$ cat src/rtl/uart_bd_pkg.sv
package uart_bd_pkg;
  localparam int IDX_W = 3;

  localparam logic [IDX_W-1:0] IDX_DATA  = 3'd0;
  localparam logic [IDX_W-1:0] IDX_IEN   = 3'd1;
  localparam logic [IDX_W-1:0] IDX_IID   = 3'd2;
  localparam logic [IDX_W-1:0] IDX_LCTL  = 3'd3;
  localparam logic [IDX_W-1:0] IDX_LSTAT = 3'd5;
  localparam logic [IDX_W-1:0] IDX_USTAT = 3'd7;

  localparam logic [3:0] IID_NONE = 4'h1;
  localparam logic [3:0] IID_RDA  = 4'h4;
  localparam logic [3:0] IID_THRE = 4'h2;
  localparam logic [3:0] IID_BUSY = 4'h7;

  localparam int LCTL_DLAB_BIT = 7;
  localparam int LCTL_BRK_BIT  = 6;
endpackage

$ cat src/rtl/uart_bd_baud.sv
module uart_bd_baud #(
  parameter int DIV_W = 16
) (
  input  logic             clk,
  input  logic             rst,
  input  logic [DIV_W-1:0] divisor,
  output logic             tick
);
  logic [DIV_W-1:0] cnt_q;

  always_ff @(posedge clk) begin
    if (rst || divisor == '0) begin
      cnt_q <= '0;
      tick  <= 1'b0;
    end else if (cnt_q >= divisor - DIV_W'(1)) begin
      cnt_q <= '0;
      tick  <= 1'b1;
    end else begin
      cnt_q <= cnt_q + DIV_W'(1);
      tick  <= 1'b0;
    end
  end
endmodule

$ cat src/rtl/uart_bd_tx.sv
module uart_bd_tx #(
  parameter int DATA_W = 8,
  parameter int OS     = 16
) (
  input  logic              clk,
  input  logic              rst,
  input  logic              tick,
  input  logic              load_valid,
  input  logic [DATA_W-1:0] load_data,
  output logic              taken,
  output logic              active,
  output logic              line
);
  localparam int FRAME = DATA_W + 2;
  localparam int BIT_W = $clog2(FRAME);
  localparam int OS_W  = $clog2(OS);

  logic [FRAME-1:0] shreg_q;
  logic [BIT_W-1:0] bit_q;
  logic [OS_W-1:0]  os_q;

  assign taken = !active && load_valid;
  assign line  = active ? shreg_q[0] : 1'b1;

  always_ff @(posedge clk) begin
    if (rst) begin
      active  <= 1'b0;
      shreg_q <= '1;
      bit_q   <= '0;
      os_q    <= '0;
    end else if (taken) begin
      active  <= 1'b1;
      shreg_q <= {1'b1, load_data, 1'b0};
      bit_q   <= '0;
      os_q    <= '0;
    end else if (active && tick) begin
      if (os_q == OS_W'(OS - 1)) begin
        os_q    <= '0;
        shreg_q <= {1'b1, shreg_q[FRAME-1:1]};
        if (bit_q == BIT_W'(FRAME - 1)) active <= 1'b0;
        else bit_q <= bit_q + BIT_W'(1);
      end else begin
        os_q <= os_q + OS_W'(1);
      end
    end
  end
endmodule

$ cat src/rtl/uart_bd_rx.sv
module uart_bd_rx #(
  parameter int DATA_W = 8,
  parameter int OS     = 16
) (
  input  logic              clk,
  input  logic              rst,
  input  logic              tick,
  input  logic              rxd_sync,
  output logic              done,
  output logic [DATA_W-1:0] data,
  output logic              active
);
  localparam int BIT_W = $clog2(DATA_W + 1);
  localparam int OS_W  = $clog2(OS);

  logic             in_start_q;
  logic [BIT_W-1:0] bit_q;
  logic [OS_W-1:0]  os_q;

  always_ff @(posedge clk) begin
    if (rst) begin
      active     <= 1'b0;
      in_start_q <= 1'b0;
      bit_q      <= '0;
      os_q       <= '0;
      data       <= '0;
      done       <= 1'b0;
    end else begin
      done <= 1'b0;
      if (!active) begin
        if (!rxd_sync) begin
          active     <= 1'b1;
          in_start_q <= 1'b1;
          os_q       <= '0;
          bit_q      <= '0;
        end
      end else if (tick) begin
        if (in_start_q) begin
          if (os_q == OS_W'(OS / 2 - 1)) begin
            os_q       <= '0;
            in_start_q <= 1'b0;
            if (rxd_sync) active <= 1'b0;
          end else begin
            os_q <= os_q + OS_W'(1);
          end
        end else if (os_q == OS_W'(OS - 1)) begin
          os_q <= '0;
          if (bit_q == BIT_W'(DATA_W)) begin
            active <= 1'b0;
            done   <= 1'b1;
          end else begin
            data  <= {rxd_sync, data[DATA_W-1:1]};
            bit_q <= bit_q + BIT_W'(1);
          end
        end else begin
          os_q <= os_q + OS_W'(1);
        end
      end
    end
  end
endmodule

$ cat src/rtl/uart_busy_regs.sv
module uart_busy_regs
  import uart_bd_pkg::*;
#(
  parameter int ADDR_W = 5,
  parameter int DATA_W = 8,
  parameter int DIV_W  = 16,
  parameter int OS     = 16
) (
  input  logic              clk,
  input  logic              rst,
  input  logic              bus_valid,
  input  logic              bus_write,
  input  logic [ADDR_W-1:0] bus_addr,
  input  logic [31:0]       bus_wdata,
  output logic [31:0]       bus_rdata,
  output logic              txd,
  input  logic              rxd,
  output logic              irq
);
  logic [IDX_W-1:0]  idx;
  logic              wr, rd, dlab, busy;
  logic [7:0]        lcr_q;
  logic [1:0]        ier_q;
  logic [DIV_W-1:0]  div_q;
  logic [DATA_W-1:0] thr_q, rbr_q;
  logic              thr_full_q, dr_q, thre_pend_q, busy_int_q;
  logic              rx_s1_q, rx_s2_q;
  logic              tick, tx_taken, tx_active, tx_line;
  logic              rx_done, rx_active;
  logic [DATA_W-1:0] rx_data;
  logic [3:0]        iid;
  logic [7:0]        rd_byte;
  logic              lcr_wr, usr_rd;
  logic              unused_bits;

  assign unused_bits = ^{bus_wdata[31:8], bus_addr[1:0]};
  assign idx    = bus_addr[IDX_W+1:2];
  assign wr     = bus_valid && bus_write;
  assign rd     = bus_valid && !bus_write;
  assign dlab   = lcr_q[LCTL_DLAB_BIT];
  assign busy   = thr_full_q || tx_active || rx_active;
  assign lcr_wr = wr && idx == IDX_LCTL;
  assign usr_rd = rd && idx == IDX_USTAT;

  uart_bd_baud #(.DIV_W(DIV_W)) u_baud (
    .clk(clk), .rst(rst), .divisor(div_q), .tick(tick));

  uart_bd_tx #(.DATA_W(DATA_W), .OS(OS)) u_tx (
    .clk(clk), .rst(rst), .tick(tick), .load_valid(thr_full_q),
    .load_data(thr_q), .taken(tx_taken), .active(tx_active), .line(tx_line));

  uart_bd_rx #(.DATA_W(DATA_W), .OS(OS)) u_rx (
    .clk(clk), .rst(rst), .tick(tick), .rxd_sync(rx_s2_q),
    .done(rx_done), .data(rx_data), .active(rx_active));

  always_comb begin
    if (ier_q[0] && dr_q)                              iid = IID_RDA;
    else if (ier_q[1] && thre_pend_q && !thr_full_q)   iid = IID_THRE;
    else if (busy_int_q)                               iid = IID_BUSY;
    else                                               iid = IID_NONE;
  end
  assign irq = (iid != IID_NONE);

  always_comb begin
    case (idx)
      IDX_DATA:  rd_byte = dlab ? div_q[7:0] : 8'(rbr_q);
      IDX_IEN:   rd_byte = dlab ? 8'(div_q[DIV_W-1:8]) : {6'd0, ier_q};
      IDX_IID:   rd_byte = {4'd0, iid};
      IDX_LCTL:  rd_byte = lcr_q;
      IDX_LSTAT: rd_byte = {1'b0, !thr_full_q && !tx_active, !thr_full_q, 4'd0, dr_q};
      IDX_USTAT: rd_byte = {7'd0, busy};
      default:   rd_byte = 8'd0;
    endcase
  end

  always_ff @(posedge clk) begin
    if (rst) begin
      rx_s1_q <= 1'b1;
      rx_s2_q <= 1'b1;
      txd     <= 1'b1;
    end else begin
      rx_s1_q <= rxd;
      rx_s2_q <= rx_s1_q;
      txd     <= lcr_q[LCTL_BRK_BIT] ? 1'b0 : tx_line;
    end
  end

  always_ff @(posedge clk) begin
    if (rst) begin
      lcr_q       <= '0;
      ier_q       <= '0;
      div_q       <= '0;
      thr_q       <= '0;
      thr_full_q  <= 1'b0;
      rbr_q       <= '0;
      dr_q        <= 1'b0;
      thre_pend_q <= 1'b1;
      busy_int_q  <= 1'b0;
      bus_rdata   <= '0;
    end else begin
      if (rd) begin
        bus_rdata <= {24'd0, rd_byte};
        if (idx == IDX_DATA && !dlab) dr_q <= 1'b0;
        if (idx == IDX_IID && iid == IID_THRE) thre_pend_q <= 1'b0;
        if (idx == IDX_USTAT) busy_int_q <= 1'b0;
      end
      if (tx_taken) begin
        thr_full_q  <= 1'b0;
        thre_pend_q <= 1'b1;
      end
      if (rx_done) begin
        rbr_q <= rx_data;
        dr_q  <= 1'b1;
      end
      if (wr) begin
        case (idx)
          IDX_DATA:
            if (dlab) div_q[7:0] <= bus_wdata[7:0];
            else begin
              thr_q       <= bus_wdata[DATA_W-1:0];
              thr_full_q  <= 1'b1;
              thre_pend_q <= 1'b0;
            end
          IDX_IEN:
            if (dlab) div_q[DIV_W-1:8] <= bus_wdata[DIV_W-9:0];
            else ier_q <= bus_wdata[1:0];
          IDX_LCTL:
            if (busy) busy_int_q <= 1'b1;
            else lcr_q <= bus_wdata[7:0];
          default: ;
        endcase
      end
    end
  end
endmodule

$ cat config.mk
export PLATFORM = sky130hd
export DESIGN_NAME = uart_busy_regs
export DESIGN_NICKNAME = d
export VERILOG_FILES = /design/src/rtl/uart_bd_pkg.sv /design/src/rtl/uart_bd_baud.sv /design/src/rtl/uart_bd_tx.sv /design/src/rtl/uart_bd_rx.sv /design/src/rtl/uart_busy_regs.sv
export SDC_FILE = /design/constraint.sdc
export NUM_CORES = 1
export LEC_CHECK = 0
export BUFFER_PORTS_ARGS = -buffer_cell sky130_fd_sc_hd__clkbuf_2
export CAP_MARGIN = 20
export CORE_ASPECT_RATIO = 0.9
export CORE_MARGIN = 1
export CORE_UTILIZATION = 52
export DETAILED_ROUTE_END_ITERATION = 12
export PLACE_DENSITY = 0.82
export SLEW_MARGIN = 10
export SYNTH_ARGS = -nofsm -noshare
export SYNTH_HDL_FRONTEND = slang
export SYNTH_SLANG_ARGS = --single-unit
$ cat constraint.sdc
create_clock -name clk -period 2.5 [get_ports clk]
set_input_delay 0.25 -clock clk [delete_from_list [all_inputs] [get_ports clk]]
set_output_delay 0.25 -clock clk [all_outputs]
set_load 0.05 [all_outputs]
==> results of run 1 <==
[per-layer routing]
metal / part of all wire (%) / wire, µm / GRT usage (%)
met4: 1.9 / 259 / 8.52
met2: 49 / 6680 / 40.7
met3: 6.8 / 933 / 5.11
met1: 42 / 5780 / 31.6
met5: 0 / 0 / 0
[synth_stat cells (6+ instances only)]
cell | n | area (µm²)
buf_4 | 25 | 188
clkbuf_1 | 18 | 67.6
nand2_1 | 38 | 143
mux2i_1 | 56 | 561
o21ai_0 | 10 | 50.1
a211oi_1 | 8 | 60.1
buf_2 | 7 | 35.0
or2_2 | 6 | 37.5
nand3_1 | 17 | 85.1
xnor2_1 | 21 | 184
a21oi_1 | 36 | 180
inv_1 | 13 | 48.8
nor4_1 | 6 | 37.5
nand4_1 | 6 | 37.5
dfxtp_1 | 111 | 2220
nor3_1 | 22 | 110
ha_1 | 24 | 300
nor2_1 | 108 | 405
xor2_1 | 15 | 131
[final cells by class]
class | count | share of cell area [%]
clock buffers | 12 | 3.99
clock inverters | 4 | 0.448
flip-flops and latches | 111 | 34.7
multi-input cells | 478 | 51.1
repair buffers | 63 | 6.51
well taps | 129 | 2.51
inverters | 13 | 0.799
[cell families after synthesis]
group / after synthesis
adders and majority gates: 24
DFF: 111
muxes: 62
buffers and inverters: 68
and+or+nand+nor: 249
other: 1
AOI/OAI and AO/OA: 82
xor gates and xnor gates: 36
[worst max-delay path, stage by stage, from the launching register on]
cell and delay (ns):
dfxtp_2 0.34, buf_6 0.13, nor3_4 0.20, nor3b_4 0.30
nand2_2 0.13, buf_6 0.14, xor2_1 0.22, ha_1 0.31
a211oi_1 0.30, nor3_2 0.09, nor2_2 0.29, nand3_4 0.21
nor2_2 0.17
[flip-flops by register name (all words and copies together) (netlist names), 2 cells and up]
name,count
bus_rdata,8
div_q,16
ier_q,2
lcr_q,8
rbr_q,8
thr_q,8
u_baud.cnt_q,16
u_rx.bit_q,4
u_rx.data,8
u_rx.os_q,4
u_tx.bit_q,4
u_tx.os_q,4
u_tx.shreg_q,9
[path summary, 6_finish.rpt]
| kind | slack, ns | endpoint | from |
|---|---|---|---|
| max reg2reg | -0.42 | u_baud.cnt_q[6] | div_q[1] |
| max | -0.42 | u_baud.cnt_q[6] | div_q[1] |
| min reg2reg | 0.47 | bus_rdata[6] | bus_rdata[6] |
| min | 0.08 | rx_s1_q | rxd |
[metrics by stage]
step	setup slack [ns]	hold slack, ns
floorplan	0.00899	0.354
global placement	-0.240	0.442
detailed placement	-0.443	0.441
CTS	-0.174	0.0753
global route	-0.531	0.0819
finish	-0.415	0.0784
[report_power, final]
part / total, mW / switching [mW] / internal (mW)
registers: 1.79 / 0.0106 / 1.78
clock network: 1.38 / 0.646 / 0.733
logic: 0.232 / 0.185 / 0.0475
[timing repair]
action                     in CTS  in global routing
pin swaps                      26                 13
setup endpoints to repair      17                 17
buffers inserted                4                  3
cloned                          1                  0
resized for setup              24                 17
[layout by cell type, fill, tap and decap left out, types with 9 or more instances in the layout]
cell / n
nor3_1: 18
dfxtp_1: 109
nand3_1: 17
nor2_1: 99
xor2_1: 15
nand2_1: 36
ha_1: 23
o21ai_0: 10
clkbuf_16: 9
xnor2_1: 20
buf_4: 36
inv_1: 11
nor2_2: 10
conb_1: 24
a21oi_1: 35
mux2i_1: 56
clkbuf_2: 25
==> results.cfg, run 1 <==
[power]
p_per_area_mw_per_mm2 = 529
ir_worst_vdd_mv = 0.365
finalPower_mw = 3.40
p_leak_nw = 2.46

[finish]
drive_gt1_share_pct = 19.2
areaGrowthSynthToFinish_pct = 14.5
fin_area_mm2 = 0.00642
fin_nets = 742
multi_input_area_mm2 = 0.00328
fillerInstances = 806
seq_area_mm2 = 0.00223
fin_cells = 810
antennaDiodeCount = 0
final_util_pct = 61.9

[min_path]
worstHoldPathCells = 2
hp-class = in2reg

[sta]
fin_crit_ns = 2.92
drv_slew = 0
fmax_mhz = 343
skew_ns = 0.00940
hold_violations = 0
finalCritPeriodShare_pct = 117
relSlewSlack_pct = 47.2
fin_ws_ns = -0.415
setup-tns-final_ns = -6.17
worst_slew_pin_slew_ns = 0.785
setup_viol = 17
grt_setup_unrepaired = yes

[placed_design]
portBuffers = 25
gp_congestion = 0.937
hpwl_um = 9290
postPlaceCellArea_mm2 = 0.00591
place_inst = 787

[yosys]
synth_edf_count = 0
synth_cell_type_count = 59
synth_area_mm2 = 0.00561
syn_inst = 633
ys_ff_latch = 111
async_flop_share_pct = 0
synth_top_family_by_area = simple AND/OR/NAND/NOR gates
ys_warn_count = 0
ys_seq_area_share_pct = 39.6
synth_area_per_cell_um2 = 8.87
synth_compound_area_share_pct = 9.03
synth_adder_area_share_pct = 5.35
synth_xor_xnor_area_share_pct = 5.62
synth.mux.area_fraction_pct = 11.6
yosys.area_share.simple_pct = 22.1
synth_ff_type = dfxtp_1

[route]
viasPerCell = 5.78
wire_per_inst_um = 16.8
drt.antenna.violating_nets = 0
routed_wl_um = 13600
vias = 4684
drc = 6
firstDrtPassIters = 11
drt_iter0_drc = 317

[status]
violations = DRC, setup timing
outcome = finished with violations

[die]
ioPinCount = 76
fp.coreArea_mm2 = 0.0104
die_x_um = 112
start_util_pct = 54.1
die_area_mm2 = 0.0112
die_h_um = 101
num_rows = 35

[job]
cap_violations = 0

[clock_tree]
ctsHoldBuffers = 0
clock_latency_ns = 0.35
cts.path.max_buffers = 2
clk_pin_slew_ns = 0.07
numCtsBuffers = 9
cts.htree.levels = 3
clkSinkCount = 111
cts_tree = yes
cts_root_buffer = clkbuf_16

[worst_setup_path]
worst_setup_path_end_kind = register
crit_required_ns = 2.78
critical_path.max_fanout = 8
arrival_ns = 3.20
worst_setup_path_start_kind = register
r2r_cells = 12
crit_type = reg2reg

[global_route]
grt_remaining_overflow = 0
grt_pass1_wl_um = 21800
grtUsageTotal_pct = 24.4
grt_pass1_vias = 4431
grt_max_degree = 46
antenna_found_initial = 0
Power figures use the tool's default switching activity.
==> run 2, diff against run 1 <==
--- a/config.mk
+++ b/config.mk
@@ -11,5 +11,5 @@
 export CORE_MARGIN = 1
-export CORE_UTILIZATION = 52
+export CORE_UTILIZATION = 58
 export DETAILED_ROUTE_END_ITERATION = 12
-export PLACE_DENSITY = 0.82
+export PLACE_DENSITY = 0.86
 export SLEW_MARGIN = 10
==> constraint.sdc (replaced) <==
create_clock -name clk -period 3.3 [get_ports clk]
set_input_delay 0.165 -clock clk [delete_from_list [all_inputs] [get_ports clk]]
set_output_delay 0.165 -clock clk [all_outputs]
set_load 0.05 [all_outputs]
==> results.cfg, run 2 (synthesized netlist as in run 1, its figures left out) <==
[finish]
drive_gt1_share_pct = 10.5
final_cell_mix = dfxtp_1, nor2_1, mux2i_1
reg_top3 = div_q: 16 flops, u_baud.cnt_q: 16 flops, u_tx.shreg_q: 9 flops
fin_nets = 709
antennaDiodeCount = 0
final_common_cell = dfxtp_1
fillerInstances = 749
areaGrowthSynthToFinish_pct = 5.57

[die]
die_area_mm2 = 0.0101
die_x_um = 106
ioPinCount = 76
num_rows = 33
fp.coreArea_mm2 = 0.00925
die_h_um = 95.3
start_util_pct = 60.7

[power]
p_clk_share_pct = 37.0
p_int_mw = 1.82
p_leak_nw = 2.21
switching_share_pct = 25.1
p_per_area_mw_per_mm2 = 409
finalPower_mw = 2.42
ir_worst_vdd_mv = 0.331
switchingPower_uw = 609
seqPwrFrac_pct = 55.9
p_comb_share_pct = 7.1

[clock_tree]
cts.path.max_buffers = 2
cts_tree = yes
clock_latency_ns = 0.39
clk_pin_slew_ns = 0.10
numCtsBuffers = 9
cts_root_buffer = clkbuf_8
clkSinkCount = 111
cts.htree.levels = 3

[sta]
drv_slew = 0
grt_setup_unrepaired = no
fin_ws_ns = 0.293
setup_viol = 0
skew_ns = 0.00988
relSlewSlack_pct = 41.5
worst_slew_pin_slew_ns = 0.878
finalCritPeriodShare_pct = 91.1
fin_crit_ns = 3.01
hold_violations = 0
setup-tns-final_ns = 0
fmax_mhz = 333

[global_route]
antenna_found_initial = 0
grt_max_degree = 46
grt_pass1_vias = 4151
grtUsageTotal_pct = 25.4
grt_pass1_wl_um = 19900
grt_remaining_overflow = 0

[status]
outcome = complete, no violations

[min_path]
hp-class = in2reg

[route]
routed_wl_um = 12000
vias = 4467
wire_per_inst_um = 15.6
drc = 0
drt.antenna.violating_nets = 0
drt_iter0_drc = 330
viasPerCell = 5.80
firstDrtPassIters = 5

[worst_setup_path]
worst_setup_path_start_kind = register
critical_path.max_fanout = 16
crit_type = reg2reg
arrival_ns = 3.33
crit_required_ns = 3.62
worst_setup_path_end_kind = register

[placed_design]
dpl_worst_slack_ns = 0.268
portBuffers = 25
gp_congestion = 0.912
hpwl_um = 8590

[job]
cap_violations = 0
-- run 2: cell types whose count changed in the layout (fill, tap and decap cells not counted), moves of 3 or more --
cell / previous run / this run
buf_4: 36 / 5
clkbuf_16: 9 / 0
nor2_1: 99 / 108
nor2_2: 10 / 1
clkbuf_8: 2 / 9
nor3_1: 18 / 22
nor4_1: 2 / 6
nor4_2: 3 / 0
-- run 2: final timing paths --
path | start | end | slack (ns) | cells after the start
worst max-delay path | div_q[7] | u_baud.cnt_q[12] | 0.29 | 10
worst min-delay path | bus_valid | busy_int_q | 0.06 | 3
worst max register to register | div_q[7] | u_baud.cnt_q[12] | 0.29 | 10
worst min register to register | rx_s1_q | rx_s2_q | 0.45 | 1
-- run 2: critical path: stages (launching register included) --
cell and delay [ns]:
dfxtp_1 0.38, nor4_1 0.57, nand2_1 0.21, nor4_1 0.32, xnor2_1 0.17, ha_1 0.24
nand4_1 0.18, o21bai_1 0.12, a22oi_1 0.25, nand3_2 0.31, nor2_1 0.20
-- run 2: metrics by stage --
step / hold WS (ns) / std cells / instance area, µm² / utilization [%]
final: 0.0603 / 770 / 5920 / 64.1
after detailed placement: 0.356 / 753 / 5690 / 61.5
after floorplan: 0.269 / 656 / 5700 / -
after CTS: 0.0374 / 770 / 5920 / 64.0
after global routing: 0.0587 / 770 / 5920 / 64.1
after global placement: 0.361 / 753 / 5690 / 61.5
-- run 2: area by class of cell --
type / count / area (µm²) / share of cell area [%]
sequential: 111 / 2220 / 37.5
clock buffer: 10 / 128 / 2.15
inverter: 13 / 48.8 / 0.824
multi-input combinational: 477 / 3110 / 52.5
timing repair buffer: 31 / 173 / 2.91
tap: 122 / 153 / 2.58
clock inverter: 6 / 91.3 / 1.54
-- run 2: power groups by stage --
stage	Sequential, mW	Clock, mW	Combinational, mW
3_5_place_dp	1.39	0	0.167
3_3_place_gp	1.39	0	0.164
2_1_floorplan	1.39	0	0.153
6_report	1.36	0.897	0.171
5_1_grt	1.36	0.976	0.183
4_1_cts	1.36	0.917	0.168
-- run 2: repair_timing --
action                     in CTS  in global routing
hold buffers                    1                  0
buffers inserted                0                  0
hold endpoints to repair        1                  0
setup endpoints to repair       0                 16
gates resized for setup         0                  1
-- run 2: per-layer routing --
metal	vias up	GRT usage [%]	wire [µm]
met2	187	42.5	5750
met4	0	8.45	224
met3	23	4.92	808
met5	-	0	0
met1	2102	33.0	5220
li1	2155	-	-
